==> src/rtl/ofmt_pkg.sv <==
package ofmt_pkg;

    localparam int SMP_W = 8;

    typedef struct packed {
        logic [SMP_W-1:0] i;
        logic [SMP_W-1:0] q;
        logic             i_ovr;
        logic             q_ovr;
    } smp_t;

    // {ddr_mode, edge_demux}
    typedef enum logic [1:0] {
        FMT_SDR_FALL  = 2'b00,
        FMT_SDR_RISE  = 2'b01,
        FMT_DDR_FLAT  = 2'b10,
        FMT_DDR_DEMUX = 2'b11
    } fmt_mode_e;

    function automatic fmt_mode_e decode_mode(input logic ddr, input logic dual);
        return fmt_mode_e'({ddr, dual});
    endfunction

    function automatic logic mode_is_ddr(input fmt_mode_e m);
        return m[1];
    endfunction

    // level of the data clock before the first capture edge
    function automatic logic start_level(input fmt_mode_e m);
        return (m == FMT_SDR_FALL);
    endfunction

endpackage

==> src/rtl/ofmt_seq.sv <==
module ofmt_seq
    import ofmt_pkg::*;
#(
    parameter int LAT = 13
) (
    input  logic      clk,
    input  logic      rst,
    input  logic      ddr_mode,
    input  logic      edge_demux,
    output fmt_mode_e mode_q,
    output logic      restart,
    output logic      strobe,
    output logic      upd_flat,
    output logic      upd_pair,
    output logic      clk_step,
    output logic      load_lvl
);
    localparam int   FILL_MAX = LAT + 2;
    localparam int   FW       = $clog2(FILL_MAX + 1);
    localparam logic SKIP_PAR = logic'((LAT + 1) % 2);

    fmt_mode_e     req;
    logic          ph;
    logic          par;
    logic [FW-1:0] fill;
    logic          pair_slot;

    assign req      = decode_mode(ddr_mode, edge_demux);
    assign restart  = !rst && (req != mode_q);
    assign strobe   = !restart && !ph;
    assign load_lvl = start_level(req);

    // every second capture edge, aligned so the first pair is samples 0 and 1
    assign pair_slot = strobe && (par != SKIP_PAR);

    always_ff @(posedge clk) begin
        if (rst || restart) begin
            ph     <= 1'b0;
            par    <= 1'b0;
            fill   <= '0;
            mode_q <= req;
        end else begin
            ph <= ~ph;
            if (strobe) begin
                par <= ~par;
                if (fill != FW'(FILL_MAX))
                    fill <= fill + FW'(1);
            end
        end
    end

    assign upd_flat = strobe && (mode_q != FMT_DDR_DEMUX) && (fill >= FW'(LAT));
    assign upd_pair = pair_slot && (mode_q == FMT_DDR_DEMUX) && (fill >= FW'(LAT + 1));

    always_comb begin
        unique case (mode_q)
            FMT_DDR_FLAT:  clk_step = strobe;
            FMT_DDR_DEMUX: clk_step = pair_slot;
            default:       clk_step = 1'b1;
        endcase
    end

endmodule

==> src/rtl/ofmt_pipe.sv <==
module ofmt_pipe
    import ofmt_pkg::*;
#(
    parameter int DEPTH = 15
) (
    input  logic               clk,
    input  logic               clr,
    input  logic               shift,
    input  smp_t               din,
    output smp_t [DEPTH-1:0]   taps
);
    smp_t [DEPTH-1:0] line;

    genvar g;
    generate
        for (g = 0; g < DEPTH; g++) begin : g_stage
            smp_t src;
            if (g == 0) begin : g_head
                assign src = din;
            end else begin : g_body
                assign src = line[g-1];
            end
            always_ff @(posedge clk) begin
                if (clr)
                    line[g] <= '0;
                else if (shift)
                    line[g] <= src;
            end
        end
    endgenerate

    assign taps = line;

endmodule

==> src/rtl/ofmt_dclk.sv <==
module ofmt_dclk (
    input  logic clk,
    input  logic load,
    input  logic load_lvl,
    input  logic step,
    output logic dclk
);
    always_ff @(posedge clk) begin
        if (load)
            dclk <= load_lvl;
        else if (step)
            dclk <= ~dclk;
    end
endmodule

==> src/rtl/ofmt_out.sv <==
module ofmt_out
    import ofmt_pkg::*;
#(
    parameter int LAT   = 13,
    parameter int DEPTH = 15
) (
    input  logic             clk,
    input  logic             clr,
    input  logic             upd_flat,
    input  logic             upd_pair,
    input  smp_t [DEPTH-1:0] taps,
    output smp_t             pri,
    output smp_t             dly
);
    always_ff @(posedge clk) begin
        if (clr) begin
            pri <= '0;
            dly <= '0;
        end else if (upd_flat) begin
            pri <= taps[LAT-1];
            dly <= '0;
        end else if (upd_pair) begin
            pri <= taps[LAT];
            dly <= taps[LAT+1];
        end
    end
endmodule

==> src/rtl/ofmt_top.sv <==
module ofmt_top
    import ofmt_pkg::*;
#(
    parameter int LATENCY = 13
) (
    input  logic             clk,
    input  logic             rst,
    input  logic [SMP_W-1:0] in_i,
    input  logic [SMP_W-1:0] in_q,
    input  logic             in_i_ovr,
    input  logic             in_q_ovr,
    input  logic             ddr_mode,
    input  logic             edge_demux,
    output logic [SMP_W-1:0] pri_i,
    output logic [SMP_W-1:0] pri_q,
    output logic             pri_i_ovr,
    output logic             pri_q_ovr,
    output logic [SMP_W-1:0] dly_i,
    output logic [SMP_W-1:0] dly_q,
    output logic             dly_i_ovr,
    output logic             dly_q_ovr,
    output logic             dclk_o
);
    localparam int DEPTH = LATENCY + 2;

    fmt_mode_e        mode_q;
    logic             restart, strobe, upd_flat, upd_pair, clk_step, load_lvl;
    logic             clr;
    smp_t             din, pri_s, dly_s;
    smp_t [DEPTH-1:0] taps;

    assign din = '{i: in_i, q: in_q, i_ovr: in_i_ovr, q_ovr: in_q_ovr};
    assign clr = rst || restart;

    ofmt_seq #(.LAT(LATENCY)) u_seq (
        .clk(clk), .rst(rst), .ddr_mode(ddr_mode), .edge_demux(edge_demux),
        .mode_q(mode_q), .restart(restart), .strobe(strobe),
        .upd_flat(upd_flat), .upd_pair(upd_pair),
        .clk_step(clk_step), .load_lvl(load_lvl)
    );

    ofmt_pipe #(.DEPTH(DEPTH)) u_pipe (
        .clk(clk), .clr(clr), .shift(strobe), .din(din), .taps(taps)
    );

    ofmt_out #(.LAT(LATENCY), .DEPTH(DEPTH)) u_out (
        .clk(clk), .clr(clr), .upd_flat(upd_flat), .upd_pair(upd_pair),
        .taps(taps), .pri(pri_s), .dly(dly_s)
    );

    ofmt_dclk u_dclk (
        .clk(clk), .load(clr), .load_lvl(load_lvl), .step(clk_step), .dclk(dclk_o)
    );

    assign pri_i     = pri_s.i;
    assign pri_q     = pri_s.q;
    assign pri_i_ovr = pri_s.i_ovr;
    assign pri_q_ovr = pri_s.q_ovr;
    assign dly_i     = dly_s.i;
    assign dly_q     = dly_s.q;
    assign dly_i_ovr = dly_s.i_ovr;
    assign dly_q_ovr = dly_s.q_ovr;

endmodule

==> config.mk <==
export PLATFORM = sky130hd
export DESIGN_NAME = ofmt_top
export DESIGN_NICKNAME = d
export VERILOG_FILES = /design/src/rtl/ofmt_pkg.sv /design/src/rtl/ofmt_seq.sv /design/src/rtl/ofmt_pipe.sv /design/src/rtl/ofmt_dclk.sv /design/src/rtl/ofmt_out.sv /design/src/rtl/ofmt_top.sv
export SDC_FILE = /design/constraint.sdc
export NUM_CORES = 1
export LEC_CHECK = 0
export CORE_ASPECT_RATIO = 0.6
export CORE_MARGIN = 2
export CORE_UTILIZATION = 40
export CTS_CLUSTER_SIZE = 8
export DETAILED_ROUTE_END_ITERATION = 10
export DONT_BUFFER_PORTS = 1
export PLACE_DENSITY = 0.55
export SYNTH_ARGS = -nofsm -noshare
export SYNTH_HDL_FRONTEND = slang
export SYNTH_HIERARCHICAL = 1
export SYNTH_SLANG_ARGS = --single-unit
==> constraint.sdc <==
create_clock -name clk -period 1.8 [get_ports clk]
set_input_delay 0.36 -clock clk [delete_from_list [all_inputs] [get_ports clk]]
set_output_delay 0.36 -clock clk [all_outputs]
set_load 0.01 [all_outputs]
---- Word-level counts from Yosys, hierarchy flattened ----
Index checks and enable logic that the tools add are counted.
storage, ports and cells
  flip-flop bits (word level) ............. 315
  bits of input ports ..................... 22
  output and inout bits ................... 37
operators by class
  add/sub/neg operators ................... 1
  $lt $le $gt $ge ......................... 2
  equality and inequality tests ........... 5
  mux-type cells .......................... 5
  bitwise gates (word level) .............. 3
  reduce and logical (&&, ||, !) cells .... 16
operators with widths
  kind                 count
  $mux 18              2
  $ge 4x4->1 const B   2
  $logic_and 1x1->1    7
  $add 4x1->4 const B  1
  $eq 2x2->1 const B   2
  $ne 4x4->1 const B   1
  $reduce_bool 2->1    2
  $logic_not 1->1      3
  $not 1->1            3
  $logic_not 2->1      1
  $mux 1               2
  $ne 2x2->1           1
  $ne 2x2->1 const B   1
  $pmux 1 s2           1
  $reduce_and 2->1     1
  $reduce_or 2->1      1
  $logic_or 1x1->1     1

---- Depth between registers and ports, before layout ----
Gate-level depths: netlist of run 1.
  depth after elaboration ................. 9
  depth in mapped cells ................... 9
  mapped depth without buffers ............ 7

---- Modules after synthesis ----
The synthesis of run 1 kept the hierarchy.
by module, submodules not included
  module     instances  cells each  area each (µm²)
  ofmt_pipe  1          870         9609.2
  ofmt_out   1          139         1550.2
  ofmt_seq   1          46          436.7
  ofmt_dclk  1          4           50.0
  ofmt_top   1          1           6.3

---- Worst setup path before layout of run 1 ----
No wires, ideal clock.
  path kind ............................... register to register
  start ................................... reg u_seq.mode_q[0]
  end ..................................... reg u_out/dly[10] in the netlist's numbering
  data arrival time ....................... 1.786 ns
  path slack .............................. -0.101 ns
  cell stages (with the launch flop) ...... 8
  path buffers ............................ 2
  period minus slack after synthesis ...... 1.901 ns
  path through ............................ edfxtp_1 > xnor2_1 > a21oi_2 > nor4_1 > buf_6 > buf_4 > mux2i_1 > nor2_2
between the ends
  longest elaborated chain between the ends .. 7
  elaborated cells on any way between the ends .. 13
  those cells by class .................... 3 x eq/ne; 10 x reduce/logical
ends and longest elaborated chain
  element                          RTL line        RTL
  start, declared                  ofmt_seq.sv:10  output fmt_mode_e mode_q,
  start signal, assigned           ofmt_seq.sv:41  mode_q <= req;
  $ne 2x2->1                       ofmt_seq.sv:29  assign restart = !rst && (req != mode_q);
  $logic_and 1x1->1                ofmt_seq.sv:29
  via restart                      ofmt_top.sv:27  logic restart, strobe, upd_flat, upd_pair, clk_step, load_lvl;
  $logic_not 1->1                  ofmt_seq.sv:30  assign strobe = !restart && !ph;
  $logic_and 1x1->1                ofmt_seq.sv:30
  $logic_and 1x1->1                ofmt_seq.sv:34  assign pair_slot = strobe && (par != SKIP_PAR);
  $logic_and 1x1->1 (2 in series)  ofmt_seq.sv:53  assign upd_pair = pair_slot && (mode_q == FMT_DDR_DEMUX) && (fill >= FW'(LAT + 1));
  via upd_pair                     ofmt_top.sv:27
  end signal, assigned             ofmt_out.sv:24  dly <= taps[LAT+1];
  end, declared                    ofmt_out.sv:13  output smp_t dly
The timed path passes the listed nets, and every way through them passes these cells.
A chain may end at the register's enable or synchronous reset.

---- Final worst setup path of run 1 ----
  start ................................... reg u_seq.mode_q[0]
  end ..................................... reg u_pipe.line (netlist bit u_pipe/taps[109])
between the ends
  longest elaborated chain between the ends .. 4
  elaborated cells on any way between the ends .. 5
  those cells by class .................... 1 x eq/ne; 4 x reduce/logical
ends and longest elaborated chain
  element                        RTL line         RTL
  $ne 2x2->1                     ofmt_seq.sv:29
  $logic_and 1x1->1              ofmt_seq.sv:29
  via restart                    ofmt_top.sv:27
  $logic_not 1->1                ofmt_seq.sv:30
  $logic_and 1x1->1              ofmt_seq.sv:30
  via strobe                     ofmt_top.sv:27
  end signal, assigned by index  ofmt_pipe.sv:27  line[g] <= src;
  end, declared                  ofmt_pipe.sv:12  smp_t [DEPTH-1:0] line;
The timed path passes the listed nets, and every way through them passes these cells.

==> qor.csv, run 1 <==
metric,value,unit
Crit Path Max Fanout,8,
gr usage total,13.5,%
area grow syn2layout,23.8,%
setup TNS,-40.57,ns
Max rail drop VDD,0.630,mV
Post-synth top cells,"312 x dfxtp_1, 308 x mux2i_1, 284 x nor2_1",
Wirelength per Cell,15.1,um
CP peak stage delay,0.43,ns
Post-Place Cells,1412,
synth warn,6,
"Reg clk slew, reported paths",0.05,ns
hold slack,0.115,ns
total wire length,23000,um
# port buffers,0,
# DRC,0,
initial antenna violation count,0,
MaxCap Viol Count,0,
CTS Buf Count,45,
Synth Area per Inst,11.0,um^2
"top cells by area, synth","dfxtp_1 54%, mux2i_1 26%, nor2_1 9.1%, buf_8 1.4%, buf_6 1.4%",
hpwl dp,12600,um
Post-Syn Area,11700,um^2
Slew HR,74.8,%
"EDFF count, synth",3,
crit end category,register,
Clock Sinks,315,
Layout Skew,0.0176,ns
"area leader, netlist",dfxtp_1,
critical path's slowest cell,edfxtp_1,
startpoint types,register,
Final Hold Vio Count,0,
asr flop ratio synth,0,%
first-pass GRT wire length,34200,um
Final #Nets,1164,
pwr dens,1120,nW/um^2
Starting Density,40.6,%
clock root cell,clkbuf_16,
worst slack at placement,-0.0854,ns
post-synth net total,1086,
fin. max-slew vios,0,
pin slew with the least headroom to its limit,0.374,ns
critical path cell sequence,"xnor2_2, a21oi_4, buf_6, nor2_4, buf_12, clkbuf_16, clkbuf_16, mux2i_1, nor2_1",
Synth Flop Type,dfxtp_1,
CP arrival,2.40,ns
RSZ-0062 raised after global routing,true,
"FF+latch count, synth",315,
"delay-heaviest family, CP",buffers and inverters,
floorplan core area,28700,um^2
"count leader, synth",dfxtp_1,
status,finished with violations,
initial drt markers,363,
Clock Path Buffers,3,
"Clk Latency, worst-skew pair",0.53,ns
Leakage,0.00607,uW
largest net degree at the start of global routing,76,
most frequent CP cell,clkbuf_16,
Antenna Nets Post-Route,0,
die height,136,um
"Distinct cells, synth",31,
period utilization,111,%
Final WS setup,-0.200,ns
Hold Path Class,in -> reg,
Final GP Congestion,0.689,
grt ovf,0,
vias per std cell,4.78,
antenna cells,0,
Power Total,16200,uW
# setup viols final,298,
die width,224,um
Worst EP required,2.20,ns
first-pass detailed-route iteration total,4,
area share of the largest cell type after synthesis,53.6,%
Worst Path Buf+Inv,4,
die area,30600,um^2
Synth Instances,1060,
number of global-route vias before repair,6720,
I/O pins,59,
total number of vias,7255,
Max Clk Rate,500,MHz
post-synthesis sequential area ratio,54.4,%
TritonCTS clock tree,built,
failing checks,setup timing,
Filler Cell Count,2515,
share of cells above drive strength 1,15.1,%
H-tree depth,2,
CP Class,reg -> reg,
number of placement rows,48,
fin cells,1517,
min Tclk post-route,2.00,ns
==> worst paths after layout <==
kind | cells after the start | endpoint | slack, ns | from
worst max-delay path | 9 | u_pipe/taps[109]$_SDFFE_PP0P_ | -0.20 | u_seq/mode_q[0]$_DFFE_PP_
worst max register to register | 9 | u_pipe/taps[109]$_SDFFE_PP0P_ | -0.20 | u_seq/mode_q[0]$_DFFE_PP_
worst min register to register | 2 | u_pipe/taps[35]$_SDFFE_PP0P_ | 0.49 | u_pipe/taps[35]$_SDFFE_PP0P_
worst min-delay path | 3 | u_dclk/dclk$_DFFE_PP_ | 0.11 | ddr_mode
==> state kept, by name, indices dropped and copies added, names as in the netlist <==
register,flops
u_out/dly,18
u_out/pri,18
u_seq/mode_q,2
u_pipe/taps,270
u_seq/ph,1
u_dclk/dclk,1
u_seq/par,1
u_seq/fill,4
==> where the power goes <==
part | switching [uW] | internal [uW]
clock network | 2740 | 4430
registers | 41.3 | 7060
logic | 884 | 1030
total | 3660 | 12500
==> metrics by stage <==
step,util (%),area (um^2)
6_report,50.3,14400
5_1_grt,50.3,14400
4_1_cts,47.5,13600
3_5_place_dp,42.3,12100
3_3_place_gp,42.3,12100
2_1_floorplan,-,11700
==> cell type report <==
type,count,area [um^2],area share (%)
Inverter,7,33.8,0.234
Tap cell,375,469,3.25
Timing Repair Buffer,103,1600,11.1
Clock inverter,3,22.5,0.156
Clock buffer,48,1150,7.95
Sequential cell,315,6340,43.9
Multi-Input combinational cell,666,4820,33.4
==> per-layer routing <==
layer / GRT usage (%) / up-vias / wire length [um]
met5: 0 / - / 0
li1: - / 3724 / -
met4: 4.27 / 0 / 346
met2: 19.6 / 87 / 9310
met3: 3.87 / 38 / 1070
met1: 19.3 / 3406 / 12200
==> worst min-delay path, cell delays in order <==
cell and delay [ns]:
nor2_1 0.02, inv_1 0.04, mux2i_1 0.05
==> layout by cell type, fill, tap and decap left out, types with 2 or more instances in the layout <==
| cell type | Yosys | routed |
|---|---|---|
| inv_1 | 6 | 6 |
| inv_6 | 0 | 2 |
| buf_16 | 0 | 7 |
| a211oi_1 | 19 | 17 |
| nand2_1 | 2 | 2 |
| nor2b_4 | 0 | 2 |
| or2_4 | 0 | 2 |
| dfxtp_1 | 312 | 312 |
| dlygate4sd3_1 | 0 | 20 |
| nor4_4 | 0 | 2 |
| nor2_1 | 284 | 283 |
| nor2b_2 | 0 | 9 |
| mux2i_1 | 308 | 301 |
| ha_1 | 4 | 4 |
| buf_12 | 3 | 20 |
| clkbuf_16 | 0 | 63 |
| nor2_2 | 10 | 10 |
| xnor2_2 | 0 | 2 |
| a211oi_2 | 0 | 2 |
| nor3_1 | 2 | 2 |
| buf_4 | 9 | 22 |
| edfxtp_1 | 3 | 3 |
| buf_6 | 14 | 13 |
| buf_8 | 11 | 3 |
| clkbuf_1 | 11 | 2 |
| nor2b_1 | 19 | 8 |
| mux2i_2 | 0 | 7 |
==> cells by family (layout without fill, tap and decap cells) <==
group,after synthesis,after routing,synth area share (%)
simple gates,325,325,11.4
flops,315,315,54.4
mux,308,308,26.5
buf+inv,79,161,5.48
compound gates,25,25,1.58
fa+ha+maj,4,4,0.430
xor+xnor,4,4,0.301
==> what timing repair did <==
item,in CTS,in global routing
endpoints found under the setup margin,280,306
gates resized for setup,15,57
buffers inserted,4,5
pin swaps,0,19
hold buffers,20,0
gates cloned,1,25
hold endpoints to repair,20,0
(Power assumes the default switching activity.)
==> inputs of run 2 (changes only) <==
==> constraint.sdc (replaced) <==
create_clock -name clk -period 1.7 [get_ports clk]
set_input_delay 0.34 -clock clk [delete_from_list [all_inputs] [get_ports clk]]
set_output_delay 0.34 -clock clk [all_outputs]
set_load 0.01 [all_outputs]
==> run 2 against run 1 <==
Effect of this change: the run still ends with setup timing left; fmax is 6.8% higher; first-iteration DRC count is 15% lower; combinational power rose by 9%; setup slack improved by 0.027 ns; die area did not move; clock skew rose by 0.00052 ns; power grew 6.4%; cell count grew 0.59%; critical path type unchanged; critical endpoint is now u_pipe/taps[43]$_SDFFE_PP0P_; largest cell class unchanged.
==> qor.csv, run 2 (synthesis results as in run 1) <==
metric,value,unit
"Reg clk slew, reported paths",0.05,ns
total number of vias,7308,
number of placement rows,48,
most frequent cells in the layout,"312 x dfxtp_1, 296 x mux2i_1, 283 x nor2_1, 55 x clkbuf_16, 23 x buf_4",
# DRC,0,
die area,30600,um^2
grt peak-use layer,met2,
vias per std cell,4.79,
initial drt markers,308,
Antenna Nets Post-Route,0,
area grow syn2layout,25.2,%
die width,224,um
CP Class,reg -> reg,
number of global-route vias before repair,6994,
Hold Path Origin,ddr_mode,
Worst EP required,2.11,ns
failing checks,setup timing,
antenna cells,0,
fin cells,1526,
max reg flops,270,
FF-to-FF End,u_pipe/taps[43]$_SDFFE_PP0P_,
met2 GRT Util,21.1,%
gr usage total,14.1,%
critical path's slowest cell,edfxtp_1,
pin slew with the least headroom to its limit,0.454,ns
Reg2Reg Launch Point,u_seq/mode_q[1]$_DFFE_PP_,
Slew HR,69.7,%
Max Clk Rate,534,MHz
Hold Path Class,in -> reg,
setup TNS,-33.51,ns
Final Hold Vio Count,0,
initial antenna violation count,0,
hpwl dp,12500,um
I/O pins,59,
Crit Path Max Fanout,6,
CP peak stage delay,0.42,ns
grt ovf,0,
met3 Use GR,4.04,%
CTS Buf Count,45,
hold slack,0.0926,ns
largest net degree at the start of global routing,78,
Placed Area,12300,um^2
RSZ-0062 raised after global routing,true,
Clock Sinks,315,
met1 Resource Use GR,19.8,%
H-tree depth,2,
Layout Skew,0.0181,ns
"commonest non-fill, non-tap cell in the layout",dfxtp_1,
post-route cell area,14600,um^2
Final #Nets,1174,
startpoint types,register,
status,finished with violations,
crit end category,register,
die height,136,um
Starting Density,40.6,%
Worst R2R Path Depth,9,
Leakage,0.00614,uW
clock root cell,clkbuf_16,
Max rail drop VDD,0.710,mV
Filler Cell Count,2527,
pwr dens,1180,nW/um^2
period utilization,110,%
fin. max-slew vios,0,
floorplan core area,28700,um^2
TritonCTS clock tree,built,
total wire length,22400,um
Post-Place Cells,1421,
CP arrival,2.28,ns
# setup viols final,305,
Clock Path Buffers,3,
share of cells above drive strength 1,15.5,%
Worst R2R Setup Slack,-0.17,ns
"Clk Latency, worst-skew pair",0.53,ns
Wirelength per Cell,14.7,um
Final GP Congestion,0.665,
min Tclk post-route,1.87,ns
MaxCap Viol Count,0,
Final WS setup,-0.173,ns
first-pass detailed-route iteration total,6,
WHS Path Cells,3,
first-pass GRT wire length,35500,um
# port buffers,0,
critical path cell sequence,"xnor2_2, a21oi_4, nor2_4, buf_12, buf_12, clkbuf_16, clkbuf_16, mux2i_1, nor2_1",
Power Total,17200,uW
hold endpoint,u_dclk/dclk$_DFFE_PP_,
==> run 2: cell types whose count changed in the layout (fill, tap and decap cells not counted), sizes merged <==
cell,change
buf,+18
clkbuf,-9
==> run 2: layout make-up <==
class,count,area (um^2),area share [%]
tap,375,469,3.22
sequential,315,6340,43.4
multi-input combinational,666,4840,33.2
clock inverter,3,22.5,0.154
inverter,7,26.3,0.180
timing repair buffer,113,1750,12.0
clock buffer,47,1140,7.84
==> run 2: how the worst max path moves through the flow <==
stage	start	endpoint
final	u_seq/mode_q[1]$_DFFE_PP_	u_pipe/taps[43]$_SDFFE_PP0P_
after global routing	u_seq/mode_q[0]$_DFFE_PP_	u_pipe/taps[138]$_SDFFE_PP0P_
after CTS	u_seq/mode_q[0]$_DFFE_PP_	u_pipe/taps[186]$_SDFFE_PP0P_
after detailed placement	u_seq/mode_q[0]$_DFFE_PP_	u_pipe/taps[186]$_SDFFE_PP0P_
after global placement	u_seq/mode_q[1]$_DFFE_PP_	u_out/pri[7]$_SDFFE_PP0P_
after floorplan	u_seq/mode_q[0]$_DFFE_PP_	u_out/dly[10]$_SDFFE_PP0P_
==> run 2: timing repair <==
item,in CTS,in global routing
hold buffers,20,0
setup endpoints to repair,308,308
pin swaps,20,27
cloned,6,12
buffers inserted,11,6
endpoints found under the hold margin,20,0
resized for setup,16,61
==> run 2: critical path, delay by kind of cell, from the launching register on <==
kind | cells | cell delay (ns)
buf+inv | 4 | 0.60
simple gates | 2 | 0.13
xor+xnor | 1 | 0.19
compound gates | 1 | 0.27
mux | 1 | 0.14
flops | 1 | 0.42
==> run 2: report_power, final <==
| part | total [uW] | internal (uW) | leakage, uW | switching [uW] |
|---|---|---|---|---|
| clock network | 7620 | 4680 | 0.000576 | 2940 |
| registers | 7530 | 7480 | 0.00255 | 46.6 |
| logic | 2080 | 1150 | 0.00302 | 927 |
| total | 17200 | 13300 | 0.00614 | 3920 |
==> run 2: routing by layer <==
metal  vias to the layer above  part of all wire [%]
li1                       3756                     -
met1                      3443                    52
met2                        76                    42
met3                        33                   4.2
met4                         0                   1.4
met5                         -                     0
==> run 2: stage by stage <==
| stage | utilization (%) | setup slack [ns] |
|---|---|---|
| global placement | 42.7 | -0.116 |
| CTS | 48.6 | -0.163 |
| floorplan | - | -0.0562 |
| detailed placement | 42.7 | -0.148 |
| finish | 50.8 | -0.173 |
| global route | 50.8 | -0.255 |
